## src/rtl/oc_pkg.sv

```systemverilog
package oc_pkg;

    typedef enum logic [1:0] {
        UNIT_US  = 2'd0,
        UNIT_MS  = 2'd1,
        UNIT_S   = 2'd2,
        UNIT_MIN = 2'd3
    } unit_e;

    typedef enum logic [1:0] {
        PS_ARMED = 2'd0,
        PS_GAP   = 2'd1,
        PS_PROBE = 2'd2
    } pstate_e;

    localparam int N_EV     = 3;
    localparam int EV_DOC   = 0;
    localparam int EV_COC   = 1;
    localparam int EV_DSC   = 2;

    localparam int N_PATH   = 2;
    localparam int PATH_DSG = 0;
    localparam int PATH_CHG = 1;

    localparam int N_TICK   = 4;

    // Map an event to the side whose FET it opens.
    function automatic int path_of(input int ev);
        return (ev == EV_COC) ? PATH_CHG : PATH_DSG;
    endfunction

endpackage

```

## src/rtl/oc_timebase.sv

```systemverilog
module oc_timebase #(
    parameter int US_PER_MS = 1000,
    parameter int MS_PER_S  = 1000,
    parameter int S_PER_MIN = 60
) (
    input  logic       clk,
    input  logic       rst_n,
    input  logic       us_tick,
    output logic [3:0] ticks
);

    localparam int MAX_AB = (US_PER_MS > MS_PER_S) ? US_PER_MS : MS_PER_S;
    localparam int MAXDIV = (MAX_AB > S_PER_MIN) ? MAX_AB : S_PER_MIN;
    localparam int CW     = $clog2(MAXDIV + 1);

    function automatic int stage_div(input int k);
        case (k)
            1:       return US_PER_MS;
            2:       return MS_PER_S;
            default: return S_PER_MIN;
        endcase
    endfunction

    assign ticks[0] = us_tick;

    // One prescaler stage per coarser unit: each divides the tick below it.
    for (genvar k = 1; k < 4; k++) begin : g_stage
        localparam int DIV = stage_div(k);

        typedef struct packed {
            logic [CW-1:0] cnt;
            logic          tick;
        } pre_t;

        pre_t pre_d, pre_q;

        always_comb begin
            pre_d      = pre_q;
            pre_d.tick = 1'b0;
            if (ticks[k-1]) begin
                if (pre_q.cnt == CW'(DIV - 1)) begin
                    pre_d.cnt  = '0;
                    pre_d.tick = 1'b1;
                end else begin
                    pre_d.cnt = pre_q.cnt + CW'(1);
                end
            end
        end

        always_ff @(posedge clk or negedge rst_n) begin
            if (!rst_n) pre_q <= '0;
            else        pre_q <= pre_d;
        end

        assign ticks[k] = pre_q.tick;

        AST_TICK_FROM_BELOW: assert property (@(posedge clk) disable iff (!rst_n)
            ticks[k] |-> $past(ticks[k-1]))
            else $error("coarse tick without finer tick");
    end

endmodule

```

## src/rtl/oc_event_qual.sv

```systemverilog
module oc_event_qual
    import oc_pkg::*;
#(
    parameter int DLY_W = 10
) (
    input  logic             clk,
    input  logic             rst_n,
    input  logic             cmp,
    input  logic [DLY_W-1:0] dly,
    input  unit_e            unit,
    input  logic [3:0]       ticks,
    output logic             trip
);

    typedef struct packed {
        logic [DLY_W-1:0] cnt;
    } qual_t;

    qual_t q_d, q_q;
    logic  unit_tick;

    assign unit_tick = ticks[unit];

    always_comb begin
        q_d = q_q;
        if (!cmp) begin
            q_d.cnt = '0;
        end else if (unit_tick && (q_q.cnt < dly)) begin
            q_d.cnt = q_q.cnt + DLY_W'(1);
        end
    end

    always_ff @(posedge clk or negedge rst_n) begin
        if (!rst_n) q_q <= '0;
        else        q_q <= q_d;
    end

    assign trip = cmp && (q_q.cnt >= dly);

    AST_QUAL_RESTART: assert property (@(posedge clk) disable iff (!rst_n)
        !cmp |=> (q_q.cnt == '0))
        else $error("delay count kept after comparator dropped");

    AST_QUAL_HELD: assert property (@(posedge clk) disable iff (!rst_n)
        ($rose(trip) && (dly != '0)) |-> $past(cmp))
        else $error("nonzero delay tripped without held comparator");

endmodule

```

## src/rtl/oc_release_seq.sv

```systemverilog
module oc_release_seq
    import oc_pkg::*;
#(
    parameter int GAP_MS = 256,
    parameter int PW_W   = 4
) (
    input  logic            clk,
    input  logic            rst_n,
    input  logic            trip_any,
    input  logic            ms_tick,
    input  logic [PW_W-1:0] width,
    input  logic            gone,
    output logic            fet_off,
    output logic            probe_en,
    output logic            release_now
);

    localparam int PW_MAX = (1 << PW_W);
    localparam int SPAN   = (GAP_MS > PW_MAX) ? GAP_MS : PW_MAX;
    localparam int CW     = $clog2(SPAN + 1);

    typedef struct packed {
        pstate_e       st;
        logic [CW-1:0] cnt;
    } seq_t;

    seq_t s_d, s_q;

    always_comb begin
        s_d         = s_q;
        release_now = 1'b0;
        case (s_q.st)
            PS_ARMED: begin
                if (trip_any) begin
                    s_d.st  = PS_GAP;
                    s_d.cnt = '0;
                end
            end
            PS_GAP: begin
                if (ms_tick) begin
                    if (s_q.cnt >= CW'(GAP_MS - 1)) begin
                        s_d.st  = PS_PROBE;
                        s_d.cnt = '0;
                    end else begin
                        s_d.cnt = s_q.cnt + CW'(1);
                    end
                end
            end
            PS_PROBE: begin
                if (ms_tick) begin
                    if (s_q.cnt >= CW'(width)) begin
                        s_d.cnt = '0;
                        if (gone && !trip_any) begin
                            s_d.st      = PS_ARMED;
                            release_now = 1'b1;
                        end else begin
                            s_d.st = PS_GAP;
                        end
                    end else begin
                        s_d.cnt = s_q.cnt + CW'(1);
                    end
                end
            end
            default: begin
                s_d.st  = PS_ARMED;
                s_d.cnt = '0;
            end
        endcase
    end

    always_ff @(posedge clk or negedge rst_n) begin
        if (!rst_n) s_q <= '{st: PS_ARMED, cnt: '0};
        else        s_q <= s_d;
    end

    assign fet_off  = (s_q.st != PS_ARMED);
    assign probe_en = (s_q.st == PS_PROBE);

    AST_TRIP_OPENS_FET: assert property (@(posedge clk) disable iff (!rst_n)
        trip_any |=> fet_off)
        else $error("qualified event left FET on");

    AST_RELEASE_SENSED: assert property (@(posedge clk) disable iff (!rst_n)
        $fell(fet_off) |-> ($past(gone) && $past(probe_en)))
        else $error("FET re-enabled without sensed removal at probe end");

    AST_PROBE_AFTER_GAP: assert property (@(posedge clk) disable iff (!rst_n)
        $rose(probe_en) |-> ($past(fet_off) && $past(ms_tick)))
        else $error("probe started outside a fault gap");

endmodule

```

## src/rtl/oc_trip_release.sv

```systemverilog
module oc_trip_release
    import oc_pkg::*;
#(
    parameter int US_PER_MS    = 1000,
    parameter int MS_PER_S     = 1000,
    parameter int S_PER_MIN    = 60,
    parameter int PROBE_GAP_MS = 256,
    parameter int DLY_W        = 10,
    parameter int PW_W         = 4
) (
    input  logic             clk,
    input  logic             rst_n,
    input  logic             us_tick,
    input  logic             dsg_oc_cmp,
    input  logic             chg_oc_cmp,
    input  logic             dsg_sc_cmp,
    input  logic [DLY_W-1:0] dsg_oc_dly,
    input  logic [1:0]       dsg_oc_unit,
    input  logic [DLY_W-1:0] chg_oc_dly,
    input  logic [1:0]       chg_oc_unit,
    input  logic [DLY_W-1:0] dsg_sc_dly,
    input  logic [1:0]       dsg_sc_unit,
    input  logic [PW_W-1:0]  probe_width,
    input  logic             load_gone,
    input  logic             chgr_gone,
    output logic             dsg_fet_off,
    output logic             chg_fet_off,
    output logic             dsg_oc_flag,
    output logic             chg_oc_flag,
    output logic             dsg_sc_flag,
    output logic             load_probe_en,
    output logic             chgr_probe_en
);

    logic [3:0]        ticks;
    logic              cmp_v   [N_EV];
    logic [DLY_W-1:0]  dly_v   [N_EV];
    unit_e             unit_v  [N_EV];
    logic [N_EV-1:0]   trip_v;
    logic [N_PATH-1:0] path_trip;
    logic [N_PATH-1:0] gone_v;
    logic [N_PATH-1:0] fet_v;
    logic [N_PATH-1:0] probe_v;
    logic [N_PATH-1:0] rel_v;

    oc_timebase #(
        .US_PER_MS (US_PER_MS),
        .MS_PER_S  (MS_PER_S),
        .S_PER_MIN (S_PER_MIN)
    ) u_timebase (
        .clk     (clk),
        .rst_n   (rst_n),
        .us_tick (us_tick),
        .ticks   (ticks)
    );

    assign cmp_v[EV_DOC]  = dsg_oc_cmp;
    assign cmp_v[EV_COC]  = chg_oc_cmp;
    assign cmp_v[EV_DSC]  = dsg_sc_cmp;
    assign dly_v[EV_DOC]  = dsg_oc_dly;
    assign dly_v[EV_COC]  = chg_oc_dly;
    assign dly_v[EV_DSC]  = dsg_sc_dly;
    assign unit_v[EV_DOC] = unit_e'(dsg_oc_unit);
    assign unit_v[EV_COC] = unit_e'(chg_oc_unit);
    assign unit_v[EV_DSC] = unit_e'(dsg_sc_unit);

    for (genvar e = 0; e < N_EV; e++) begin : g_event
        oc_event_qual #(
            .DLY_W (DLY_W)
        ) u_qual (
            .clk   (clk),
            .rst_n (rst_n),
            .cmp   (cmp_v[e]),
            .dly   (dly_v[e]),
            .unit  (unit_v[e]),
            .ticks (ticks),
            .trip  (trip_v[e])
        );
    end

    assign path_trip[PATH_DSG] = trip_v[EV_DOC] | trip_v[EV_DSC];
    assign path_trip[PATH_CHG] = trip_v[EV_COC];
    assign gone_v[PATH_DSG]    = load_gone;
    assign gone_v[PATH_CHG]    = chgr_gone;

    for (genvar p = 0; p < N_PATH; p++) begin : g_path
        oc_release_seq #(
            .GAP_MS (PROBE_GAP_MS),
            .PW_W   (PW_W)
        ) u_seq (
            .clk         (clk),
            .rst_n       (rst_n),
            .trip_any    (path_trip[p]),
            .ms_tick     (ticks[1]),
            .width       (probe_width),
            .gone        (gone_v[p]),
            .fet_off     (fet_v[p]),
            .probe_en    (probe_v[p]),
            .release_now (rel_v[p])
        );
    end

    typedef struct packed {
        logic [N_EV-1:0] flag;
    } stat_t;

    stat_t st_d, st_q;

    always_comb begin
        st_d = st_q;
        for (int i = 0; i < N_EV; i++) begin
            st_d.flag[i] = trip_v[i] | (st_q.flag[i] & ~rel_v[path_of(i)]);
        end
    end

    always_ff @(posedge clk or negedge rst_n) begin
        if (!rst_n) st_q <= '0;
        else        st_q <= st_d;
    end

    assign dsg_fet_off   = fet_v[PATH_DSG];
    assign chg_fet_off   = fet_v[PATH_CHG];
    assign load_probe_en = probe_v[PATH_DSG];
    assign chgr_probe_en = probe_v[PATH_CHG];
    assign dsg_oc_flag   = st_q.flag[EV_DOC];
    assign chg_oc_flag   = st_q.flag[EV_COC];
    assign dsg_sc_flag   = st_q.flag[EV_DSC];

    AST_DSG_FLAG_OFF: assert property (@(posedge clk) disable iff (!rst_n)
        (dsg_oc_flag | dsg_sc_flag) |-> dsg_fet_off)
        else $error("discharge flag with discharge FET on");

    AST_CHG_FLAG_OFF: assert property (@(posedge clk) disable iff (!rst_n)
        chg_oc_flag |-> chg_fet_off)
        else $error("charge flag with charge FET on");

endmodule

```

## config.mk

```make
export PLATFORM = sky130hd
export DESIGN_NAME = oc_trip_release
export DESIGN_NICKNAME = d
export VERILOG_FILES = /design/src/rtl/oc_pkg.sv /design/src/rtl/oc_timebase.sv /design/src/rtl/oc_event_qual.sv /design/src/rtl/oc_release_seq.sv /design/src/rtl/oc_trip_release.sv
export SDC_FILE = /design/constraint.sdc
export NUM_CORES = 1
export LEC_CHECK = 0
export CAP_MARGIN = 20
export CORE_MARGIN = 5
export CORE_UTILIZATION = 26
export CTS_CLUSTER_DIAMETER = 120
export DETAILED_ROUTE_END_ITERATION = 8
export DONT_BUFFER_PORTS = 1
export GPL_TIMING_DRIVEN = 0
export SYNTH_ARGS = -nofsm -noshare
export SYNTH_HDL_FRONTEND = slang
export SYNTH_HIERARCHICAL = 1
export SYNTH_SLANG_ARGS = --single-unit
```

## constraint.sdc

```tcl
create_clock -name clk -period 4.99 [get_ports clk]
set_clock_uncertainty 0.15 [all_clocks]
set_input_delay 0.998 -clock clk [delete_from_list [all_inputs] [get_ports clk]]
set_output_delay 0.998 -clock clk [all_outputs]
set_load 0.03 [all_outputs]
```

==> flow_metrics.py, run 1 <==
metrics = {
    "status": {
        "status": "complete, no violations",
    },
    "yosys": {
        "postSynthAreaPerCell_sq_um": 9.119,
        "synthFlopType": "dfrtp_1",
        "seq_area_frac_synth_pct": 37.38,
        "synth_seq_cells": 88,
        "syn_area_sq_um": 5891,
        "synth_nets": 742,
        "synth_cell_types": 67,
        "yosys_warnings": 6,
        "synth_edf_count": 0,
        "async_flop_share_pct": 100.0,
        "postSynthCellCount": 646,
    },
    "floorplanning": {
        "core_area_sq_um": 22500,
        "rows": 55,
        "fp.dieW_um": 160.5,
        "pin_count": 55,
        "die_area_sq_um": 25770,
        "initial_utilization_pct": 26.18,
        "dieHeight_um": 160.5,
    },
    "routing": {
        "drt_first_pass_iters": 4,
        "wl_per_cell_um": 13.10,
        "ant_nets": 0,
        "via_per_inst": 4.914,
        "drc": 0,
        "routed_wl_um": 12380,
        "dr.first_iter.drc_count": 244,
        "num_vias": 4644,
    },
    "placement": {
        "place_congestion": 0.8002,
        "dpl_cell_area_sq_um": 6247,
        "dp_hpwl_um": 9279,
        "port_buffers": 0,
        "placedCellCount": 931,
    },
    "timing": {
        "holdWs_ns": 0.1981,
        "max_freq_mhz": 270.5,
        "drv_slew": 0,
        "rsz0062_at_grt": "false",
        "period_share_pct": 74.07,
        "hold_viol": 0,
        "relSlewSlack_pct": 57.54,
        "worst_slew_pin_slew_ns": 0.6311,
        "setup-tns-final_ns": 0,
        "finalCriticalPeriod_ns": 3.696,
        "setup_viol": 0,
    },
    "worst_setup_path": {
        "crit_chain": "inv_1, ha_1, a21oi_1, o21ai_0, a2111o_1, buf_2, a31oi_1, nor2_1, or2_1, mux2i_1, o21ai_2, buf_2, nand3_1, o21ai_0, nor3_2",
        "crit_slowest_cell": "a2111o_1",
        "path_buf_inv": 3,
        "cp.arrival_ns": 3.81,
        "path_max_fanout": 10,
        "worstSetupPathType": "primary input to flop",
        "reg2reg_depth": 13,
        "cp_top_family": "compound AO/OA/AOI/OAI gates",
        "cp_slowest_stage_delay_ns": 0.55,
        "worstSetupEndpointType": "flop",
        "worst_setup_path_start_kind": "primary input",
        "cp_data_required_time_ns": 5.10,
        "path_depth": 15,
    },
    "clock_tree": {
        "path_clk_slew_ns": 0.06,
        "cts_made_buffers": 9,
        "cts_tree": "done",
        "cts_setup_buffers": 0,
        "clock_path_buffers": 2,
        "cts.htree.levels": 3,
        "clkLatencyLatePin_ns": 0.34,
        "cts-root-buf": "clkbuf_16",
        "cts_resized": 0,
        "cts_sinks": 88,
        "postCtsHoldBufs": 0,
    },
    "layout": {
        "fillCellCount": 2329,
        "drive_gt1_share_pct": 14.24,
        "area_delta_synth_final_pct": 10.39,
        "instances_no_fill": 945,
        "diodes": 0,
        "nNetsFinal": 753,
        "final_area_sq_um": 6502,
    },
    "global_routing": {
        "grtUsageTotal_pct": 9.791,
        "grt_pass1_vias": 4369,
        "antenna_found_initial": 1,
        "grt_overflow": 0,
        "grt_max_degree": 89,
        "grt_pass1_wl_um": 21070,
    },
    "power": {
        "power.leakage_nw": 2.742,
        "powerDensity_nw_per_um2": 237.9,
        "max-vdd-ir-drop_mv": 0.1165,
        "power_mw": 1.547,
    },
    "min_path": {
        "hp-class": "primary input to async pin",
    },
    "flow_run": {
        "maxCapViolCount": 0,
    },
}
placed cells by master (no fill, tap or decap), types with 6 or more instances in the layout:
cell type / instances
inv_1: 63
and3_1: 8
nand3_1: 22
dfrtp_1: 88
nor2_1: 35
o21ai_0: 55
nor3_2: 8
clkbuf_16: 9
xnor2_1: 8
or3_1: 6
nand2b_1: 12
or3_2: 19
mux2i_1: 11
nand4_1: 34
buf_4: 9
a21oi_1: 37
o31ai_1: 8
nand2_1: 55
ha_1: 48
buf_2: 7
a31oi_1: 7
where the power goes:
part           internal (mW)  switching [mW]
clock                  0.345           0.263
combinational         0.0693          0.0815
sequential             0.743          0.0448
per-layer routing:
layer,share of wire (%),routed length [um],vias to the layer above,GRT usage [%]
met1,49,6069,2190,12.94
met2,44,5447,69,15.10
met5,0.11,13,-,0
met3,4.7,577,20,2.720
li1,-,-,2363,-
met4,2.2,268,2,4.028
final cells by class:
type                    instances  area [sq um]  area share (%)
multi-input cells             473          3312           50.93
flip-flops and latches         88          2202           33.87
clock inverters                 1         5.005         0.07697
plain buffers                  19         128.9           1.982
clock buffers                  13         250.2           3.848
well taps                     285         356.6           5.484
inverters                      66         247.7           3.810
through the flow:
stage          setup slack, ns  util (%)
6_report                 1.294     28.90
5_1_grt                 0.9821     28.90
4_1_cts                  1.247     28.90
3_5_place_dp            0.9016     27.76
3_3_place_gp            0.9181     27.76
2_1_floorplan            1.412         -
synth_stat cells, drive strengths merged, types with 2 or more instances:
| master | n | area [sq um] |
|---|---|---|
| nor4 | 8 | 68.82 |
| nand2b | 12 | 75.07 |
| clkinv | 3 | 11.26 |
| o41ai | 2 | 32.53 |
| inv | 63 | 236.5 |
| or4 | 6 | 48.80 |
| a2111o | 3 | 33.78 |
| or2 | 6 | 37.54 |
| a22o | 2 | 17.52 |
| nor3b | 2 | 15.01 |
| and2b | 3 | 26.28 |
| ha | 48 | 600.6 |
| o31ai | 8 | 60.06 |
| nor3 | 13 | 105.1 |
| o22ai | 3 | 18.77 |
| nand3 | 22 | 110.1 |
| a211o | 3 | 26.28 |
| o21ai | 59 | 302.8 |
| and3 | 11 | 83.83 |
| buf | 18 | 125.1 |
| and2 | 3 | 18.77 |
| nor2 | 39 | 156.4 |
| dfrtp | 88 | 2202 |
| mux4 | 3 | 67.56 |
| a31oi | 7 | 43.79 |
| a21oi | 38 | 193.9 |
| nand4 | 35 | 234.0 |
| mux2i | 11 | 110.1 |
| nand2 | 55 | 206.5 |
| nand4b | 2 | 17.52 |
| xor2 | 2 | 17.52 |
| xnor2 | 8 | 70.07 |
| or3 | 25 | 180.2 |
| o21a | 5 | 37.54 |
| a211oi | 10 | 125.1 |
| o211ai | 2 | 15.01 |
| a21o | 4 | 31.28 |
sequential cells by signal (all words and copies together) (netlist names):
signal,count
u_timebase/ticks,3
g_event.u_qual/q_q,30
st_q,3
g_path.u_seq/s_q,22
u_timebase/g_stage.pre_q,30
final timing paths:
path | startpoint | to | slack (ns)
max | dsg_oc_dly[5] | g_path[0].u_seq/s_q[2] | 1.29
min in group clk | u_timebase/g_stage[3].pre_q[10] | u_timebase/g_stage[3].pre_q[10] | 0.32
min reg2reg | u_timebase/g_stage[3].pre_q[10] | u_timebase/g_stage[3].pre_q[10] | 0.32
min | rst_n | g_path[1].u_seq/s_q[1] | 0.20
max reg2reg | g_event[0].u_qual/q_q[5] | g_path[0].u_seq/s_q[6] | 1.55
max in group asynchronous | rst_n | g_event[0].u_qual/q_q[3] | 4.31
worst register-to-register path, stage by stage, from the launching register on:
cell      delay, ns
dfrtp_1        0.42
ha_1           0.33
nand4_1        0.13
a211oi_1       0.26
a2111o_1       0.29
buf_2          0.25
a31oi_1        0.07
nor2_1         0.27
or2_1          0.20
mux2i_1        0.11
o21ai_2        0.20
o41ai_2        0.12
nor2_2         0.36
o22ai_1        0.15
logic make-up after synthesis:
| family | Yosys count | synth area share [%] |
|---|---|---|
| compound gates | 154 | 17.18 |
| xor+xnor | 10 | 1.487 |
| fa+ha+maj | 48 | 10.20 |
| buf+inv | 85 | 6.393 |
| flops | 88 | 37.38 |
| mux | 14 | 3.016 |
| simple gates | 247 | 24.34 |
No activity file was read; power rests on OpenSTA's default activity.
==> run 2: changes to the inputs <==
==> constraint.sdc (replaced) <==
create_clock -name clk -period 3.3 [get_ports clk]
set_clock_uncertainty 0.15 [all_clocks]
set_input_delay 0.66 -clock clk [delete_from_list [all_inputs] [get_ports clk]]
set_output_delay 0.66 -clock clk [all_outputs]
set_load 0.03 [all_outputs]
==> run 2 against run 1 <==
  * Largest power group unchanged
  * Core utilization rose by 0.54 points
  * Count of clock-buffer cells in the layout did not move
  * Setup slack got worse by 1.1 ns
  * Critical path depth fell by 2
  * Via count rose by 1.1%
  * Clock power rose by 51%
  * Design area rose by 1.9%
  * Wire length rose by 0.72%
  * Critical endpoint is now st_q[2]
  * Flip-flop and latch count did not move
  * Sequential share of layout area fell by 0.63 points
==> flow_metrics.py, run 2 (synthesized netlist as in run 1, its figures left out) <==
metrics = {
    "status": {
        "status": "complete, no violations",
    },
    "floorplanning": {
        "die_area_sq_um": 25770,
        "core_area_sq_um": 22500,
        "pin_count": 55,
        "dieHeight_um": 160.5,
        "fp.dieW_um": 160.5,
        "initial_utilization_pct": 26.18,
        "rows": 55,
    },
    "routing": {
        "ant_nets": 0,
        "routed_wl_um": 12470,
        "top_layer_used": "met5",
        "wl_met1_um": 6119,
        "dr.first_iter.drc_count": 223,
        "wl_met3_um": 554,
        "drc": 0,
        "via_per_inst": 4.938,
        "wl_met2_um": 5517,
        "num_vias": 4696,
        "drt_first_pass_iters": 5,
        "wl_per_cell_um": 13.11,
    },
    "placement": {
        "pre_cts_slack_ns": -0.4504,
        "dpl_cell_area_sq_um": 6247,
        "port_buffers": 0,
        "dp_hpwl_um": 9279,
        "place_congestion": 0.8002,
    },
    "timing": {
        "hold_viol": 0,
        "holdWs_ns": 0.04214,
        "setup-tns-final_ns": 0,
        "drv_slew": 0,
        "relSlewSlack_pct": 57.19,
        "period_share_pct": 94.76,
        "rsz0062_at_grt": "true",
        "worst_slew_pin_slew_ns": 0.6363,
        "finalCriticalPeriod_ns": 3.127,
        "max_freq_mhz": 319.8,
        "fin_ws_ns": 0.1728,
        "setup_viol": 0,
    },
    "layout": {
        "final_area_sq_um": 6625,
        "seqCellArea_sq_um": 2202,
        "final_common_cell": "dfrtp_1",
        "biggestRegsByFlops": "g_event.u_qual/q_q (30), u_timebase/g_stage.pre_q (30), g_path.u_seq/s_q (22)",
        "area_delta_synth_final_pct": 12.47,
        "nNetsFinal": 759,
        "fillCellCount": 2319,
        "final_cell_mix": "88 x dfrtp_1, 63 x inv_1, 55 x nand2_1, 53 x o21ai_0, 47 x ha_1",
        "drive_gt1_share_pct": 16.07,
        "multi_input_comb_area_sq_um": 3364,
        "diodes": 0,
    },
    "global_routing": {
        "grtUsageTotal_pct": 9.840,
        "antenna_found_initial": 1,
        "grt_max_degree": 89,
        "grt_pass1_vias": 4392,
        "grt_pass1_wl_um": 21220,
        "grt_overflow": 0,
    },
    "clock_tree": {
        "clkLatencyLatePin_ns": 0.34,
        "path_clk_slew_ns": 0.06,
        "cts_tree": "done",
        "cts_made_buffers": 9,
        "clock_path_buffers": 2,
        "cts.htree.levels": 3,
        "cts_sinks": 88,
        "cts-root-buf": "clkbuf_16",
    },
    "power": {
        "powerDensity_nw_per_um2": 357.1,
        "max-vdd-ir-drop_mv": 0.1771,
        "power.leakage_nw": 2.781,
        "power_mw": 2.366,
    },
    "worst_setup_path": {
        "startpoint": "g_event[0].u_qual/q_q[3]",
        "path_max_fanout": 10,
        "worstSetupEndpointType": "flop",
        "cp_data_required_time_ns": 3.38,
        "worstSetupPathType": "flop to flop",
        "reg2reg_depth": 13,
        "worst_setup_path_start_kind": "flop",
        "r2r-end": "st_q[2]",
        "rrSetupSlack_ns": 0.17,
        "cp-endpoint": "st_q[2]",
        "r2r_start": "g_event[0].u_qual/q_q[3]",
        "cp.arrival_ns": 3.20,
    },
    "flow_run": {
        "maxCapViolCount": 0,
    },
    "min_path": {
        "hp-class": "primary input to async pin",
    },
}
run 2: cell types whose count changed in the layout (fill, tap and decap cells not counted), sizes merged:
cell	change
buf	+6
run 2: repair_timing:
action	CTS	global route
pin swaps	2	3
endpoints found under the hold margin	88	0
endpoints found under the setup margin	19	21
hold buffers	1	0
buffers inserted	3	2
resized for setup	3	12
run 2: report_power, final:
group / internal (mW) / leakage [nW] / total, mW / switching [mW]
registers: 1.12 / 1.15 / 1.19 / 0.0677
logic: 0.109 / 1.50 / 0.254 / 0.145
clock network: 0.522 / 0.126 / 0.921 / 0.398
run 2: critical path: stages, from the launching register on:
cell	delay, ns
dfrtp_1	0.42
ha_1	0.31
a21oi_1	0.14
o21ai_1	0.11
a2111o_1	0.40
buf_4	0.18
a31oi_2	0.17
nor2_2	0.09
or2_4	0.28
nor3b_1	0.26
nand2_1	0.08
nor2_1	0.16
inv_1	0.08
a21o_2	0.18
run 2: metal layers:
| metal | track usage [%] | vias to the layer above |
|---|---|---|
| met4 | 4.028 | 2 |
| met2 | 15.16 | 71 |
| li1 | - | 2375 |
| met1 | 13.07 | 2230 |
| met3 | 2.669 | 18 |
| met5 | 0 | - |
run 2: final cells by class:
cell class	instances	area share [%]
Multi-Input combinational cell	473	50.78
Inverter	66	3.739
Clock buffer	13	3.777
Timing Repair Buffer	6	0.9821
Clock inverter	1	0.07554
Tap cell	285	5.382
Sequential cell	88	33.24
Buffer	19	2.021
run 2: per-stage QoR:
step                instances  util (%)
global route              951     29.44
global placement          931     27.76
floorplan                 646         -
finish                    951     29.44
detailed placement        931     27.76
CTS                       949     29.16
run 2: worst min path at each step:
stage / end / slack [ns] / cells after the start
global route: g_path[1].u_seq/s_q[1] / 0.11 / 1
global placement: g_path[1].u_seq/s_q[1] / 0.22 / 0
CTS: g_path[1].u_seq/s_q[1] / 0.09 / 1
floorplan: g_event[0].u_qual/q_q[0] / 0.21 / 0
detailed placement: g_path[1].u_seq/s_q[1] / 0.22 / 0
finish: g_path[1].u_seq/s_q[1] / 0.04 / 1
